==> config.mk <==
export PLATFORM = sky130hd
export DESIGN_NAME = tx_slot_sched
export DESIGN_NICKNAME = d
export VERILOG_FILES = /design/src/rtl/txs_pkg.sv /design/src/rtl/txs_fsm.sv /design/src/rtl/txs_slots.sv /design/src/rtl/tx_slot_sched.sv
export SDC_FILE = /design/constraint.sdc
export NUM_CORES = 1
export LEC_CHECK = 0
export BUFFER_PORTS_ARGS = -buffer_cell sky130_fd_sc_hd__buf_2
export CORE_ASPECT_RATIO = 0.7
export CORE_MARGIN = 8
export CORE_UTILIZATION = 38
export DETAILED_ROUTE_END_ITERATION = 10
export REMOVE_ABC_BUFFERS = 1
export SETUP_SLACK_MARGIN = 0.1
export SYNTH_ARGS = -nofsm -noshare
export SYNTH_HDL_FRONTEND = slang
export SYNTH_SLANG_ARGS = --single-unit
export TNS_END_PERCENT = 30
==> constraint.sdc <==
create_clock -name clk -period 1.5 [get_ports clk]
set_input_delay 0.225 -clock clk [delete_from_list [all_inputs] [get_ports clk]]
set_output_delay 0.225 -clock clk [all_outputs]
set_load 0.02 [all_outputs]
==> src/rtl/txs_pkg.sv <==
package txs_pkg;
    typedef enum logic [1:0] {
        ST_IDLE   = 2'd0,
        ST_LAUNCH = 2'd1,
        ST_SEND   = 2'd2,
        ST_RETIRE = 2'd3
    } txs_state_e;

    localparam logic [7:0] ADR_CTRL   = 8'h02;
    localparam logic [7:0] ADR_LEN_LO = 8'hFC;
    localparam logic [7:0] ADR_LEN_HI = 8'hFD;
endpackage

==> src/rtl/txs_fsm.sv <==
module txs_fsm
    import txs_pkg::*;
(
    input  logic       clk,
    input  logic       rst_n,
    input  logic       go_req,
    input  logic       mac_done,
    output txs_state_e state,
    output logic       launch,
    output logic       capture,
    output logic       tx_start,
    output logic       busy,
    output logic       slot
);
    txs_state_e state_q, state_d;
    logic       slot_q;

    always_comb begin
        state_d = state_q;
        unique case (state_q)
            ST_IDLE:   if (go_req)   state_d = ST_LAUNCH;
            ST_LAUNCH:               state_d = ST_SEND;
            ST_SEND:   if (mac_done) state_d = ST_RETIRE;
            ST_RETIRE:               state_d = ST_IDLE;
        endcase
    end

    always_ff @(posedge clk) begin
        if (!rst_n) state_q <= ST_IDLE;
        else        state_q <= state_d;
    end

    always_ff @(posedge clk) begin
        if (!rst_n)                     slot_q <= 1'b0;
        else if (state_q == ST_RETIRE) slot_q <= ~slot_q;
    end

    always_comb begin
        state    = state_q;
        slot     = slot_q;
        launch   = (state_q == ST_IDLE) && go_req;
        capture  = (state_q == ST_SEND) && mac_done;
        tx_start = (state_q == ST_LAUNCH);
        busy     = (state_q != ST_IDLE);
    end

    a_r3_start_one_cycle: assert property (@(posedge clk) disable iff (!rst_n)
        tx_start |=> !tx_start);
    a_r3_launch_pulses: assert property (@(posedge clk) disable iff (!rst_n)
        launch |=> tx_start);
    a_r7_slot_toggles: assert property (@(posedge clk) disable iff (!rst_n)
        (state_q == ST_RETIRE) |=> (slot_q != $past(slot_q)));
    a_r8_no_relaunch: assert property (@(posedge clk) disable iff (!rst_n)
        (busy && go_req) |=> !tx_start);
endmodule

==> src/rtl/txs_slots.sv <==
module txs_slots #(
    parameter int ADDR_W = 12,
    parameter int STAT_W = 8
) (
    input  logic              clk,
    input  logic              rst_n,
    input  logic              len_wr_lo,
    input  logic              len_wr_hi,
    input  logic [7:0]        wdata,
    input  logic              launch,
    input  logic              capture,
    input  logic              slot,
    input  logic              in_send,
    input  logic [STAT_W-1:0] mac_status,
    output logic [ADDR_W-1:0] tx_addr,
    output logic [15:0]       tx_len,
    output logic [1:0]        flags,
    output logic [STAT_W-1:0] stat0,
    output logic [STAT_W-1:0] stat1
);
    localparam int LEN_W = 16;

    logic [LEN_W-1:0]  len_stage;
    logic [ADDR_W-1:0] base_b;

    always_ff @(posedge clk) begin
        if (!rst_n) begin
            len_stage <= '0;
        end else begin
            if (len_wr_lo) len_stage[7:0]  <= wdata;
            if (len_wr_hi) len_stage[15:8] <= wdata;
        end
    end

    always_ff @(posedge clk) begin
        if (!rst_n) begin
            tx_addr <= '0;
            tx_len  <= '0;
            flags   <= '0;
            base_b  <= '0;
        end else if (launch) begin
            tx_len  <= len_stage;
            flags   <= wdata[2:1];
            tx_addr <= slot ? base_b : '0;
            if (!slot) base_b <= len_stage[ADDR_W-1:0];
        end
    end

    always_ff @(posedge clk) begin
        if (!rst_n) begin
            stat0 <= '0;
            stat1 <= '0;
        end else if (capture) begin
            if (slot) stat1 <= mac_status;
            else      stat0 <= mac_status;
        end
    end

    a_r10_len_stable: assert property (@(posedge clk) disable iff (!rst_n)
        in_send |=> ($stable(tx_len) && $stable(tx_addr)));
    a_r6_one_status_moves: assert property (@(posedge clk) disable iff (!rst_n)
        capture |=> ($stable(stat0) || $stable(stat1)));
endmodule

==> src/rtl/tx_slot_sched.sv <==
module tx_slot_sched
    import txs_pkg::*;
#(
    parameter int ADDR_W = 12,
    parameter int STAT_W = 8
) (
    input  logic              clk,
    input  logic              rst_n,
    input  logic              reg_wr,
    input  logic [7:0]        reg_addr,
    input  logic [7:0]        reg_wdata,
    input  logic              mac_done,
    input  logic [STAT_W-1:0] mac_status,
    output logic              tx_start,
    output logic [ADDR_W-1:0] tx_addr,
    output logic [15:0]       tx_len,
    output logic              tx_crc_inh,
    output logic              tx_pad_inh,
    output logic [7:0]        ctrl_rd,
    output logic [STAT_W-1:0] stat_slot0,
    output logic [STAT_W-1:0] stat_slot1,
    output logic              cur_slot
);
    txs_state_e state;
    logic       go_req, launch, capture, busy, slot;
    logic [1:0] flags;

    assign go_req = reg_wr && (reg_addr == ADR_CTRL) && reg_wdata[0];

    txs_fsm u_fsm (
        .clk      (clk),
        .rst_n    (rst_n),
        .go_req   (go_req),
        .mac_done (mac_done),
        .state    (state),
        .launch   (launch),
        .capture  (capture),
        .tx_start (tx_start),
        .busy     (busy),
        .slot     (slot)
    );

    txs_slots #(.ADDR_W(ADDR_W), .STAT_W(STAT_W)) u_slots (
        .clk        (clk),
        .rst_n      (rst_n),
        .len_wr_lo  (reg_wr && (reg_addr == ADR_LEN_LO)),
        .len_wr_hi  (reg_wr && (reg_addr == ADR_LEN_HI)),
        .wdata      (reg_wdata),
        .launch     (launch),
        .capture    (capture),
        .slot       (slot),
        .in_send    (state == ST_SEND),
        .mac_status (mac_status),
        .tx_addr    (tx_addr),
        .tx_len     (tx_len),
        .flags      (flags),
        .stat0      (stat_slot0),
        .stat1      (stat_slot1)
    );

    assign tx_crc_inh = flags[0];
    assign tx_pad_inh = flags[1];
    assign ctrl_rd    = {5'b0, flags, busy};
    assign cur_slot   = slot;

    a_r9_stray_done_ignored: assert property (@(posedge clk) disable iff (!rst_n)
        (mac_done && state != ST_SEND) |=> ($stable(stat_slot0) && $stable(stat_slot1)));
    a_r8_flags_hold_busy: assert property (@(posedge clk) disable iff (!rst_n)
        (ctrl_rd[0] && state != ST_IDLE) |=> $stable(flags));
endmodule

==> results of run 1 <==
## worst max path at each step
stage / from / end / depth (start not counted)
after detailed placement: reg_addr[0] / u_slots.tx_addr[1]$_SDFFE_PN0P_ / 6
after global placement: reg_addr[0] / u_slots.tx_addr[1]$_SDFFE_PN0P_ / 6
final: u_fsm.state[1]$_SDFFE_PN0P_ / u_slots.base_b[3]$_SDFFE_PN0P_ / 7
after floorplan: reg_addr[2] / u_slots.flags[0]$_SDFFE_PN0P_ / 4
after CTS: u_fsm.state[1]$_SDFFE_PN0P_ / u_slots.base_b[3]$_SDFFE_PN0P_ / 7
after global routing: u_fsm.state[1]$_SDFFE_PN0P_ / u_slots.base_b[3]$_SDFFE_PN0P_ / 7
## area by class of cell
cell class                 count  area [um2]
sequential                    77        1545
fill                         757        3840
clock buffer                  12       266.5
inverter                       4       15.01
clock inverter                 4       45.04
multi-input combinational    225        1460
timing repair buffer          94       606.8
tap                          101       126.4
## routing by layer
| metal | GRT usage | wire (um) |
|---|---|---|
| met3 | 0.05175 | 393 |
| met5 | 0 | 0 |
| met4 | 0.03896 | 72 |
| met1 | 0.1643 | 3452 |
| met2 | 0.2092 | 3324 |
## flip-flops by register name, summed over array words and instances (netlist names)
signal,flops
u_fsm.state,2
u_slots.base_b,12
u_slots.len_stage,16
u_fsm.slot,1
u_slots.tx_len,16
u_slots.stat1,8
u_slots.tx_addr,12
u_slots.stat0,8
u_slots.flags,2
## cells in the mapped netlist, drive strengths merged
master | n | share of area
clkbuf | 15 | 0.018
nand2 | 75 | 0.090
dfxtp | 77 | 0.49
mux2i | 37 | 0.12
nand3b | 1 | 0.0024
nor3 | 1 | 0.0032
and2 | 1 | 0.0020
a31oi | 1 | 0.0020
nor2b | 30 | 0.060
o221a | 1 | 0.0036
ha | 4 | 0.016
a21boi | 30 | 0.072
inv | 4 | 0.0048
conb | 1 | 0.0012
nand4b | 1 | 0.0028
nand3 | 21 | 0.034
buf | 14 | 0.031
nor4b | 2 | 0.015
a21oi | 1 | 0.0016
nand4 | 3 | 0.0080
and4 | 1 | 0.0028
o21ai | 8 | 0.013
xor2 | 1 | 0.0028
nor2 | 1 | 0.0012
## metrics by stage
stage | hold slack, ns | utilization | total power [mW] | TNS, ns
floorplan | 0.3467 | - | 2.167 | -5.394
global placement | 0.4370 | 0.4657 | 2.272 | 0
finish | 0.1265 | 0.5142 | 4.452 | 0
global route | 0.1396 | 0.5142 | 4.615 | 0
CTS | 0.1177 | 0.5139 | 4.504 | 0
detailed placement | 0.4424 | 0.4657 | 2.274 | -0.09382
## cells by family after synthesis
family,share of synthesized area
simple gates,0.2216
flops,0.4938
compound gates,0.09219
mux,0.1186
buf+inv,0.05370
fa+ha+maj,0.01603
other cells,0.001201
xor+xnor,0.002806
## cells in the final DEF (no fill, tap or decap), types with 2 or more instances in the layout
master / synthesis / routed
inv_1: 4 / 2
clkbuf_16: 0 / 10
nand3_1: 21 / 21
nor2b_1: 30 / 29
a21boi_1: 30 / 30
dfxtp_1: 77 / 74
ha_1: 4 / 3
nand4_1: 2 / 2
clkbuf_8: 0 / 3
mux2i_1: 37 / 36
inv_2: 0 / 2
nor4b_4: 2 / 2
conb_1: 1 / 5
o21ai_0: 8 / 8
buf_4: 11 / 8
dfxtp_2: 0 / 3
clkinv_2: 0 / 3
buf_2: 2 / 78
buf_12: 0 / 6
nand2_1: 75 / 75
## power groups by stage
stage / logic, mW / registers, mW / clock network [mW]
after floorplan: 0.0715 / 2.10 / 0
after detailed placement: 0.180 / 2.09 / 0
final: 0.188 / 2.05 / 2.21
after CTS: 0.189 / 2.05 / 2.27
after global routing: 0.206 / 2.05 / 2.36
after global placement: 0.178 / 2.09 / 0
## tightest hold or removal path, cell delays in order
cell,delay (ns)
buf_2,0.09
nand3_1,0.05
o21ai_0,0.06
## repair_timing
item                       4_1_cts  5_1_grt
buffers inserted                 1        0
hold buffers                     0        0
hold endpoints to repair         0        0
setup endpoints to repair       14       19
pin swaps                        1        0
gates resized for setup         11        3
cloned                           1        0
==> results.tsv, run 1 <==
stage	metric	value	unit
placement	IO Port Bufs	78	
floorplanning	die height	91.83	um
route	First DRT Iteration DRCs	121	
clocking	CTS root buffer	clkbuf_16	
final_layout	share of layout cells above drive strength 1	0.2957	
placement	DP Wirelength	5.103	mm
pwr	Sw Share	0.2026	
placement	gpl congestion	0.7205	
sta	RSZ-0062 raised after global routing	yes	
critical_path	Startpoint Class	flip-flop	
route	first-pass detailed-route iteration total	4	
critical_path	Buf/Inv on CP	2	
floorplanning	core box area	0.007905	mm2
placement	DP Worst Slack	-0.01736	ns
floorplanning	I/O pin count	84	
critical_path	r2r endpoint	u_slots.base_b[3]$_SDFFE_PN0P_	
floorplanning	starting density of the core	0.3949	
global_routing	initial antenna violation count	0	
route	final WL	7.242	mm
sta	minimum clock period	1.421	ns
global_routing	first-pass GRT wire length	12.51	mm
synth	synth warn	0	
sta	Clock Skews	0.004524	ns
critical_path	CP arrival	1.64	ns
clocking	clk_lat worst skew	0.33	ns
global_routing	pin count of the biggest net entering global routing	55	
synth	#FFs+latches synth	77	
clocking	CTS tree	yes	
final_layout	fin area	0.004065	mm2
critical_path	Worst R2R Setup Slack	0.08	ns
critical_path	CP peak stage delay	0.32	ns
floorplanning	die area	0.01142	mm2
sta	final setup margin	0.07857	ns
synth	cell area after synthesis	0.003122	mm2
synth	post-synthesis sequential area ratio	0.4938	
clocking	clock buffer depth	2	
clocking	H-tree depth	3	
final_layout	Layout area overhead	30.22	%
final_layout	Layout Cells excl Fill	517	
global_routing	vias in the first global route	2481	
synth	post-synth cell types	27	
critical_path	critical path's slowest cell	dfxtp_2	
final_layout	# nets final	443	
sta	Max Slew Vio Count	0	
sta	final setup vio count	0	
route	Vias	2410	
clocking	Num CTS Buffers	9	
global_routing	Overall Global Routing Usage	0.1325	
sta	post-route clock period utilization	0.9476	
clocking	# clock sinks	77	
hold_path	hold endpoint	u_slots.len_stage[6]$_SDFFE_PN0P_	
final_layout	antenna fix cells	0	
placement	placed cells	499	
pwr	Gate power share	0.042	
hold_path	hold wc startpoint	reg_wdata[6]	
critical_path	Reg2Reg Depth	7	
pwr	P_int	3.550	mW
pwr	Power Density	1095	mW/mm2
critical_path	crit-path max FO	6	
pwr	clock share of power	0.497	
critical_path	CP cell instances	inv_2, ha_4, nor2b_4, nand4_4, buf_12, mux2i_2, nor2b_1	
sta	final hold violation count	0	
pwr	Flop pwr share	0.461	
route	DRC violations left	0	
synth	Synth Instances	331	
critical_path	cell family with most CP delay	simple AND/OR/NAND/NOR gates	
floorplanning	Die W	124.3	um
pwr	maximum VDD drop	551.0	uV
route	antenna-violating nets left	0	
critical_path	required time worst endpoint	1.72	ns
hold_path	hold path cells	3	
critical_path	crit path kind	reg2reg	
pwr	Static Leakage	1.946	nW
route	wire per inst	14.01	um
synth	Avg Cell Area, Syn	9.431	um2
flow_run	total of max-cap violations	0	
sta	Max Fclk	703.5	MHz
hold_path	worst hold path type	in2reg	
critical_path	Crit Reg-Reg Startpoint	u_fsm.state[1]$_SDFFE_PN0P_	
global_routing	Remaining Overflow, GRT	0	
outcome	status	complete, no violations	
route	Via-to-Cell Ratio	4.662	
critical_path	CP endpoint kind	flip-flop	
placement	dpl cell area	0.003681	mm2
clocking	clk slew on worst S/H paths	0.06	ns
pwr	P_sw	0.9021	mW
floorplanning	Std-Cell Rows	27	
Note: power is estimated with default switching activity, not from simulation.
==> inputs of run 2 (changes only) <==
--- a/config.mk
+++ b/config.mk
@@ -10,6 +10,7 @@
 export CORE_MARGIN = 8
 export CORE_UTILIZATION = 38
 export DETAILED_ROUTE_END_ITERATION = 10
+export MAX_ROUTING_LAYER = met4
 export REMOVE_ABC_BUFFERS = 1
 export SETUP_SLACK_MARGIN = 0.1
 export SYNTH_ARGS = -nofsm -noshare
==> constraint.sdc (replaced) <==
create_clock -name clk -period 1.3 [get_ports clk]
set_input_delay 0.195 -clock clk [delete_from_list [all_inputs] [get_ports clk]]
set_output_delay 0.195 -clock clk [all_outputs]
set_load 0.02 [all_outputs]
==> results.tsv, run 2 (synthesis results as in run 1) <==
stage	metric	value	unit	change
floorplanning	Std-Cell Rows	27		unchanged
route	final WL	7.560	mm	was 7.242 mm
clocking	clock buffer depth	2		unchanged
clocking	Num CTS Buffers	9		unchanged
floorplanning	die height	91.83	um	unchanged
critical_path	cell family with most CP delay	buffers and inverters		was simple AND/OR/NAND/NOR gates
route	Via-to-Cell Ratio	4.760		was 4.662
global_routing	met2 usage	0.2266		was 0.2092
route	DRC violations left	0		unchanged
placement	placed cells	508		was 499
sta	post-route clock period utilization	1.097		
hold_path	worst hold path type	in2reg		unchanged
final_layout	# nets final	452		was 443
final_layout	Layout area overhead	34.79	%	was 30.22%
clocking	# clock sinks	77		unchanged
critical_path	required time worst endpoint	1.11	ns	was 1.72 ns
placement	dpl cell area	0.003749	mm2	was 0.003681 mm2
pwr	maximum VDD drop	689.1	uV	was 551.0 uV
critical_path	Startpoint Class	flip-flop		unchanged
sta	Max Fclk	700.9	MHz	
sta	final setup margin	-0.1266	ns	was 0.07857 ns
critical_path	Crit Reg-Reg Startpoint	u_fsm.state[0]$_SDFFE_PN0P_		was u_fsm.state[1]$_SDFFE_PN0P_
global_routing	initial antenna violation count	0		unchanged
global_routing	Remaining Overflow, GRT	0		unchanged
critical_path	WP depth	6		was 7
outcome	status	complete, but fails checks		was complete, no violations
pwr	Final Power	5.178	mW	was 4.452 mW
final_layout	FILL cells	738		was 757
critical_path	CP endpoint kind	primary output		was flip-flop
hold_path	hold wc startpoint	reg_wdata[5]		was reg_wdata[6]
clocking	CTS root buffer	clkbuf_16		unchanged
global_routing	met1 GRT Util	0.1490		was 0.1643
route	wire per inst	14.37	um	was 14.01 um
sta	minimum clock period	1.427	ns	
sta	final hold violation count	0		unchanged
critical_path	cell mode on critical path	buf_6		
clocking	H-tree depth	3		unchanged
placement	DP Wirelength	5.150	mm	was 5.103 mm
critical_path	critical path's slowest cell	dfxtp_2		unchanged
route	Vias	2504		was 2410
floorplanning	starting density of the core	0.3949		unchanged
final_layout	antenna fix cells	0		unchanged
sta	RSZ-0062 raised after global routing	yes		unchanged
critical_path	r2r endpoint	u_slots.base_b[3]$_SDFFE_PN0P_		unchanged
route	First DRT Iteration DRCs	104		was 121
final_layout	Layout Cells excl Fill	526		was 517
critical_path	Buf/Inv on CP	5		was 2
placement	gpl congestion	0.7832		was 0.7205
pwr	Static Leakage	1.971	nW	was 1.946 nW
clocking	clk_lat worst skew	0.33	ns	about the same
critical_path	CP arrival	1.23	ns	was 1.64 ns
global_routing	first-pass GRT wire length	12.41	mm	was 12.51 mm
final_layout	share of layout cells above drive strength 1	0.3294		was 0.2957
sta	final setup vio count	26		was 0
sta	Max Slew Vio Count	0		unchanged
final_layout	largest registers	u_slots.len_stage: 16 flops, u_slots.tx_len: 16 flops		unchanged
global_routing	Overall Global Routing Usage	0.1353		was 0.1325
sta	Clock Skews	0.007224	ns	was 0.004524 ns
critical_path	CP cell instances	inv_2, ha_4, buf_6, inv_4, buf_6, buf_6		was inv_2, ha_4, nor2b_4, nand4_4, buf_12, mux2i_2, nor2b_1
clocking	CTS tree	yes		unchanged
hold_path	hold path cells	3		unchanged
floorplanning	core box area	0.007905	mm2	unchanged
critical_path	crit path kind	reg2out		was reg2reg
final_layout	fin area	0.004208	mm2	was 0.004065 mm2
floorplanning	die area	0.01142	mm2	unchanged
global_routing	global route hottest layer	met2		unchanged
flow_run	total of max-cap violations	0		unchanged
global_routing	vias in the first global route	2595		was 2481
final_layout	commonest non-fill, non-tap cells in the layout	75 x nand2_1, 75 x buf_2, 74 x dfxtp_1, 35 x mux2i_1, 30 x a21boi_1		was 78 x buf_2, 75 x nand2_1, 74 x dfxtp_1, 36 x mux2i_1, 30 x a21boi_1
critical_path	crit-path max FO	4		was 6
route	antenna-violating nets left	0		unchanged
global_routing	pin count of the biggest net entering global routing	62		was 55
global_routing	met3 Usage GRT	0.04428		was 0.05175
critical_path	Worst R2R Setup Slack	-0.08	ns	was 0.08 ns
pwr	Power Density	1230	mW/mm2	was 1095 mW/mm2
critical_path	Reg2Reg Depth	7		unchanged
floorplanning	I/O pin count	84		unchanged
final_layout	Core Util, Final	0.5323		was 0.5142
floorplanning	Die W	124.3	um	unchanged
outcome	failing checks	negative setup slack		
route	first-pass detailed-route iteration total	4		unchanged
critical_path	CP peak stage delay	0.32	ns	about the same
placement	IO Port Bufs	78		unchanged
clocking	clk slew on worst S/H paths	0.06	ns	about the same
hold_path	hold endpoint	u_slots.len_stage[5]$_SDFFE_PN0P_		was u_slots.len_stage[6]$_SDFFE_PN0P_
==> run 2: cell types whose count changed in the layout (fill, tap and decap cells not counted), moves of 2 or more <==
cell / previous run / this run
buf_6: 1 / 5
buf_2: 78 / 75
ha_1: 3 / 1
ha_4: 1 / 3
buf_4: 8 / 15
==> run 2: timing repair <==
action | 4_1_cts | 5_1_grt
setup buffers | 1 | 0
pin swaps | 3 | 3
hold buffers | 0 | 0
gates cloned | 0 | 1
endpoints found under the setup margin | 63 | 63
gates resized for setup | 20 | 12
==> run 2: worst max path at each step <==
stage	slack (ns)	startpoint	endpoint
CTS	-0.13	u_fsm.state[1]$_SDFFE_PN0P_	ctrl_rd[0]
global route	-0.17	u_fsm.state[1]$_SDFFE_PN0P_	ctrl_rd[0]
finish	-0.13	u_fsm.state[0]$_SDFFE_PN0P_	ctrl_rd[0]
floorplan	-0.34	u_fsm.state[0]$_SDFFE_PN0P_	u_slots.flags[0]$_SDFFE_PN0P_
detailed placement	-0.17	reg_addr[0]	u_slots.base_b[11]$_SDFFE_PN0P_
global placement	-0.1	reg_addr[2]	u_slots.tx_addr[5]$_SDFFE_PN0P_
==> run 2: report_power, final <==
part / internal (mW) / switching [mW] / leakage, nW
Sequential: 2.36 / 0.00216 / 0.622
Combinational: 0.126 / 0.131 / 1.19
Clock: 1.63 / 0.925 / 0.158
==> run 2: per-layer routing <==
layer / share of wire / vias to the layer above / wire (um)
met4: 0.018 / 0 / 133
met5: 0 / - / 0
met3: 0.041 / 13 / 313
li1: - / 1269 / -
met1: 0.46 / 1170 / 3443
met2: 0.49 / 52 / 3669
==> run 2: metrics by stage <==
stage | setup TNS, ns | setup WS [ns] | hold WS, ns
2_1_floorplan | -16.19 | -0.3422 | 0.3167
3_3_place_gp | -4.189 | -0.09932 | 0.4286
5_1_grt | -4.228 | -0.1748 | 0.1196
6_report | -1.084 | -0.1266 | 0.09961
3_5_place_dp | -6.787 | -0.1666 | 0.4370
4_1_cts | -1.189 | -0.1252 | 0.09079
==> run 2: cell type report <==
cell class                 instances  area, um2  share of cell area
inverter                           4      17.52            0.004163
sequential                        77       1548              0.3678
tap                              101      126.4             0.03003
timing repair buffer             103      704.4              0.1674
clock inverter                     4      45.04             0.01070
clock buffer                      12      266.5             0.06334
multi-input combinational        225       1500              0.3565
==> run 2: worst min-delay path: stages <==
cell	delay [ns]
buf_2	0.09
nand3_1	0.05
o21ai_0	0.06
==> inputs of run 3 (changes only) <==
--- a/config.mk
+++ b/config.mk
@@ -6,11 +6,15 @@
 export NUM_CORES = 1
 export LEC_CHECK = 0
 export BUFFER_PORTS_ARGS = -buffer_cell sky130_fd_sc_hd__buf_2
+export CELL_PAD_IN_SITES_DETAIL_PLACEMENT = 0
+export CELL_PAD_IN_SITES_GLOBAL_PLACEMENT = 1
 export CORE_ASPECT_RATIO = 0.7
 export CORE_MARGIN = 8
-export CORE_UTILIZATION = 38
+export CORE_UTILIZATION = 35
 export DETAILED_ROUTE_END_ITERATION = 10
+export GPL_TIMING_DRIVEN = 1
 export MAX_ROUTING_LAYER = met4
+export PLACE_DENSITY_LB_ADDON = 0.1
 export REMOVE_ABC_BUFFERS = 1
 export SETUP_SLACK_MARGIN = 0.1
 export SYNTH_ARGS = -nofsm -noshare
==> results.tsv, run 3 (synthesis results as in run 1) <==
stage	metric	value	unit	change
outcome	status	complete, but fails checks		unchanged
outcome	failing checks	negative setup slack		unchanged
final_layout	Core Util, Final	0.4955		was 0.5323
sta	final setup margin	-0.08687	ns	was -0.1266 ns
final_layout	antenna fix cells	0		unchanged
final_layout	Layout Cells excl Fill	543		was 526
pwr	maximum VDD drop	478.2	uV	was 689.1 uV
flow_run	total of max-cap violations	0		unchanged
clocking	clk slew on worst S/H paths	0.05	ns	was 0.06 ns
floorplanning	die area	0.01225	mm2	was 0.01142 mm2
sta	Max Slew Vio Count	0		unchanged
route	First DRT Iteration DRCs	118		was 104
floorplanning	die height	95.02	um	was 91.83 um
hold_path	hold path cells	3		unchanged
pwr	Static Leakage	1.966	nW	was 1.971 nW
clocking	H-tree depth	3		unchanged
final_layout	share of layout cells above drive strength 1	0.3381		was 0.3294
clocking	clock buffer depth	2		unchanged
sta	Clock Skews	0.004543	ns	was 0.007224 ns
clocking	CTS root buffer	clkbuf_16		unchanged
sta	final setup vio count	49		was 26
placement	placed cells	525		was 508
final_layout	commonest non-fill, non-tap cell in the layout	buf_2		
final_layout	Layout area overhead	35.67	%	was 34.79%
clocking	# clock sinks	77		unchanged
floorplanning	I/O pin count	84		unchanged
route	wire per inst	14.89	um	was 14.37 um
floorplanning	Die W	128.9	um	was 124.3 um
route	antenna-violating nets left	0		unchanged
placement	gpl congestion	0.6827		was 0.7832
hold_path	worst hold path type	in2reg		unchanged
sta	Max Fclk	721.0	MHz	was 700.9 MHz
critical_path	CP arrival	1.64	ns	was 1.23 ns
route	final WL	8.083	mm	was 7.560 mm
pwr	Power Density	1139	mW/mm2	was 1230 mW/mm2
critical_path	crit-path max FO	15		was 4
sta	post-route clock period utilization	1.067		was 1.097
clocking	clk_lat worst skew	0.33	ns	about the same
critical_path	Startpoint Class	flip-flop		unchanged
critical_path	CP endpoint kind	flip-flop		was primary output
final_layout	commonest non-fill, non-tap cells in the layout	76 x buf_2, 74 x dfxtp_1, 73 x nand2_1, 36 x mux2i_1, 29 x nor2b_1		was 75 x nand2_1, 75 x buf_2, 74 x dfxtp_1, 35 x mux2i_1, 30 x a21boi_1
placement	DP Wirelength	5.176	mm	was 5.150 mm
route	DRC violations left	0		unchanged
final_layout	# nets final	452		unchanged
floorplanning	starting density of the core	0.3652		was 0.3949
pwr	Final Power	4.825	mW	was 5.178 mW
global_routing	vias in the first global route	2438		was 2595
clocking	Num CTS Buffers	9		unchanged
final_layout	largest registers	u_slots.len_stage: 16 flops, u_slots.tx_len: 16 flops		unchanged
global_routing	first-pass GRT wire length	12.63	mm	was 12.41 mm
route	Via-to-Cell Ratio	4.475		was 4.760
sta	final hold violation count	0		unchanged
critical_path	crit path kind	reg2reg		was reg2out
final_layout	FILL cells	859		was 738
sta	RSZ-0062 raised after global routing	yes		unchanged
sta	minimum clock period	1.387	ns	was 1.427 ns
global_routing	pin count of the biggest net entering global routing	95		was 62
global_routing	Overall Global Routing Usage	0.1364		was 0.1353
critical_path	Reg2Reg Depth	7		unchanged
placement	IO Port Bufs	78		unchanged
floorplanning	core box area	0.008548	mm2	was 0.007905 mm2
route	first-pass detailed-route iteration total	4		unchanged
sta	Setup Total Neg Slack	-2.163	ns	was -1.084 ns
floorplanning	Std-Cell Rows	28		was 27
global_routing	initial antenna violation count	0		unchanged
critical_path	required time worst endpoint	1.56	ns	was 1.11 ns
placement	DP Worst Slack	-0.1859	ns	was -0.1666 ns
global_routing	Remaining Overflow, GRT	0		unchanged
clocking	CTS tree	yes		unchanged
route	Vias	2430		was 2504
-- run 3: cell count changes in the layout (fill, tap and decap cells not counted), sizes merged --
cell    previous run  this run
bufinv             1         0
clkbuf            13        16
clkinv             3         1
buf              102       100
-- run 3: area by class of cell --
class,count,area [um2],area share
Inverter,4,15.01,0.003545
Clock inverter,1,8.758,0.002068
Timing Repair Buffer,103,725.7,0.1713
Tap cell,120,150.1,0.03545
Clock buffer,13,250.2,0.05908
Sequential cell,77,1548,0.3654
Multi-Input combinational cell,225,1538,0.3631
-- run 3: worst max-delay path: stages, from the launching register on --
cell	delay [ns]
dfxtp_2	0.32
inv_2	0.07
ha_4	0.16
buf_4	0.11
and4_4	0.27
clkbuf_16	0.19
nand3_1	0.08
a21boi_1	0.12
-- run 3: path summary, 6_finish.rpt --
check,from,to,slack (ns)
setup reg to reg,u_fsm.state[1]$_SDFFE_PN0P_,u_slots.tx_addr[5]$_SDFFE_PN0P_,-0.09
hold reg to reg,u_slots.tx_len[2]$_SDFFE_PN0P_,u_slots.tx_len[2]$_SDFFE_PN0P_,0.45
hold / removal,reg_wdata[4],u_slots.len_stage[4]$_SDFFE_PN0P_,0.11
setup / recovery,u_fsm.state[1]$_SDFFE_PN0P_,u_slots.tx_addr[5]$_SDFFE_PN0P_,-0.09
-- run 3: per-layer routing --
metal	vias up	share of wire	track usage
met3	2	0.034	0.04459
li1	1272	-	-
met4	0	0.0041	0.04090
met2	48	0.43	0.1911
met5	-	0	-
met1	1108	0.53	0.1818
-- run 3: power breakdown --
group | leakage, nW | internal, mW | switching, mW
registers | 0.622 | 2.36 | 0.00237
logic | 1.22 | 0.116 | 0.130
clock network | 0.126 | 1.33 | 0.886
-- run 3: repair_timing --
| item | 4_1_cts | 5_1_grt |
|---|---|---|
| gates cloned | 1 | 2 |
| gates resized for setup | 22 | 17 |
| setup buffers | 1 | 0 |
| pin swaps | 3 | 32 |
| setup endpoints to repair | 63 | 63 |
| hold buffers | 0 | 0 |
| endpoints found under the hold margin | 0 | 0 |
-- run 3: per-stage QoR --
step	hold WS [ns]	area, um2
after global placement	0.4329	3757
after global routing	0.1244	4235
after floorplan	0.3167	2984
after CTS	0.09612	4126
final	0.1079	4235
after detailed placement	0.4396	3757
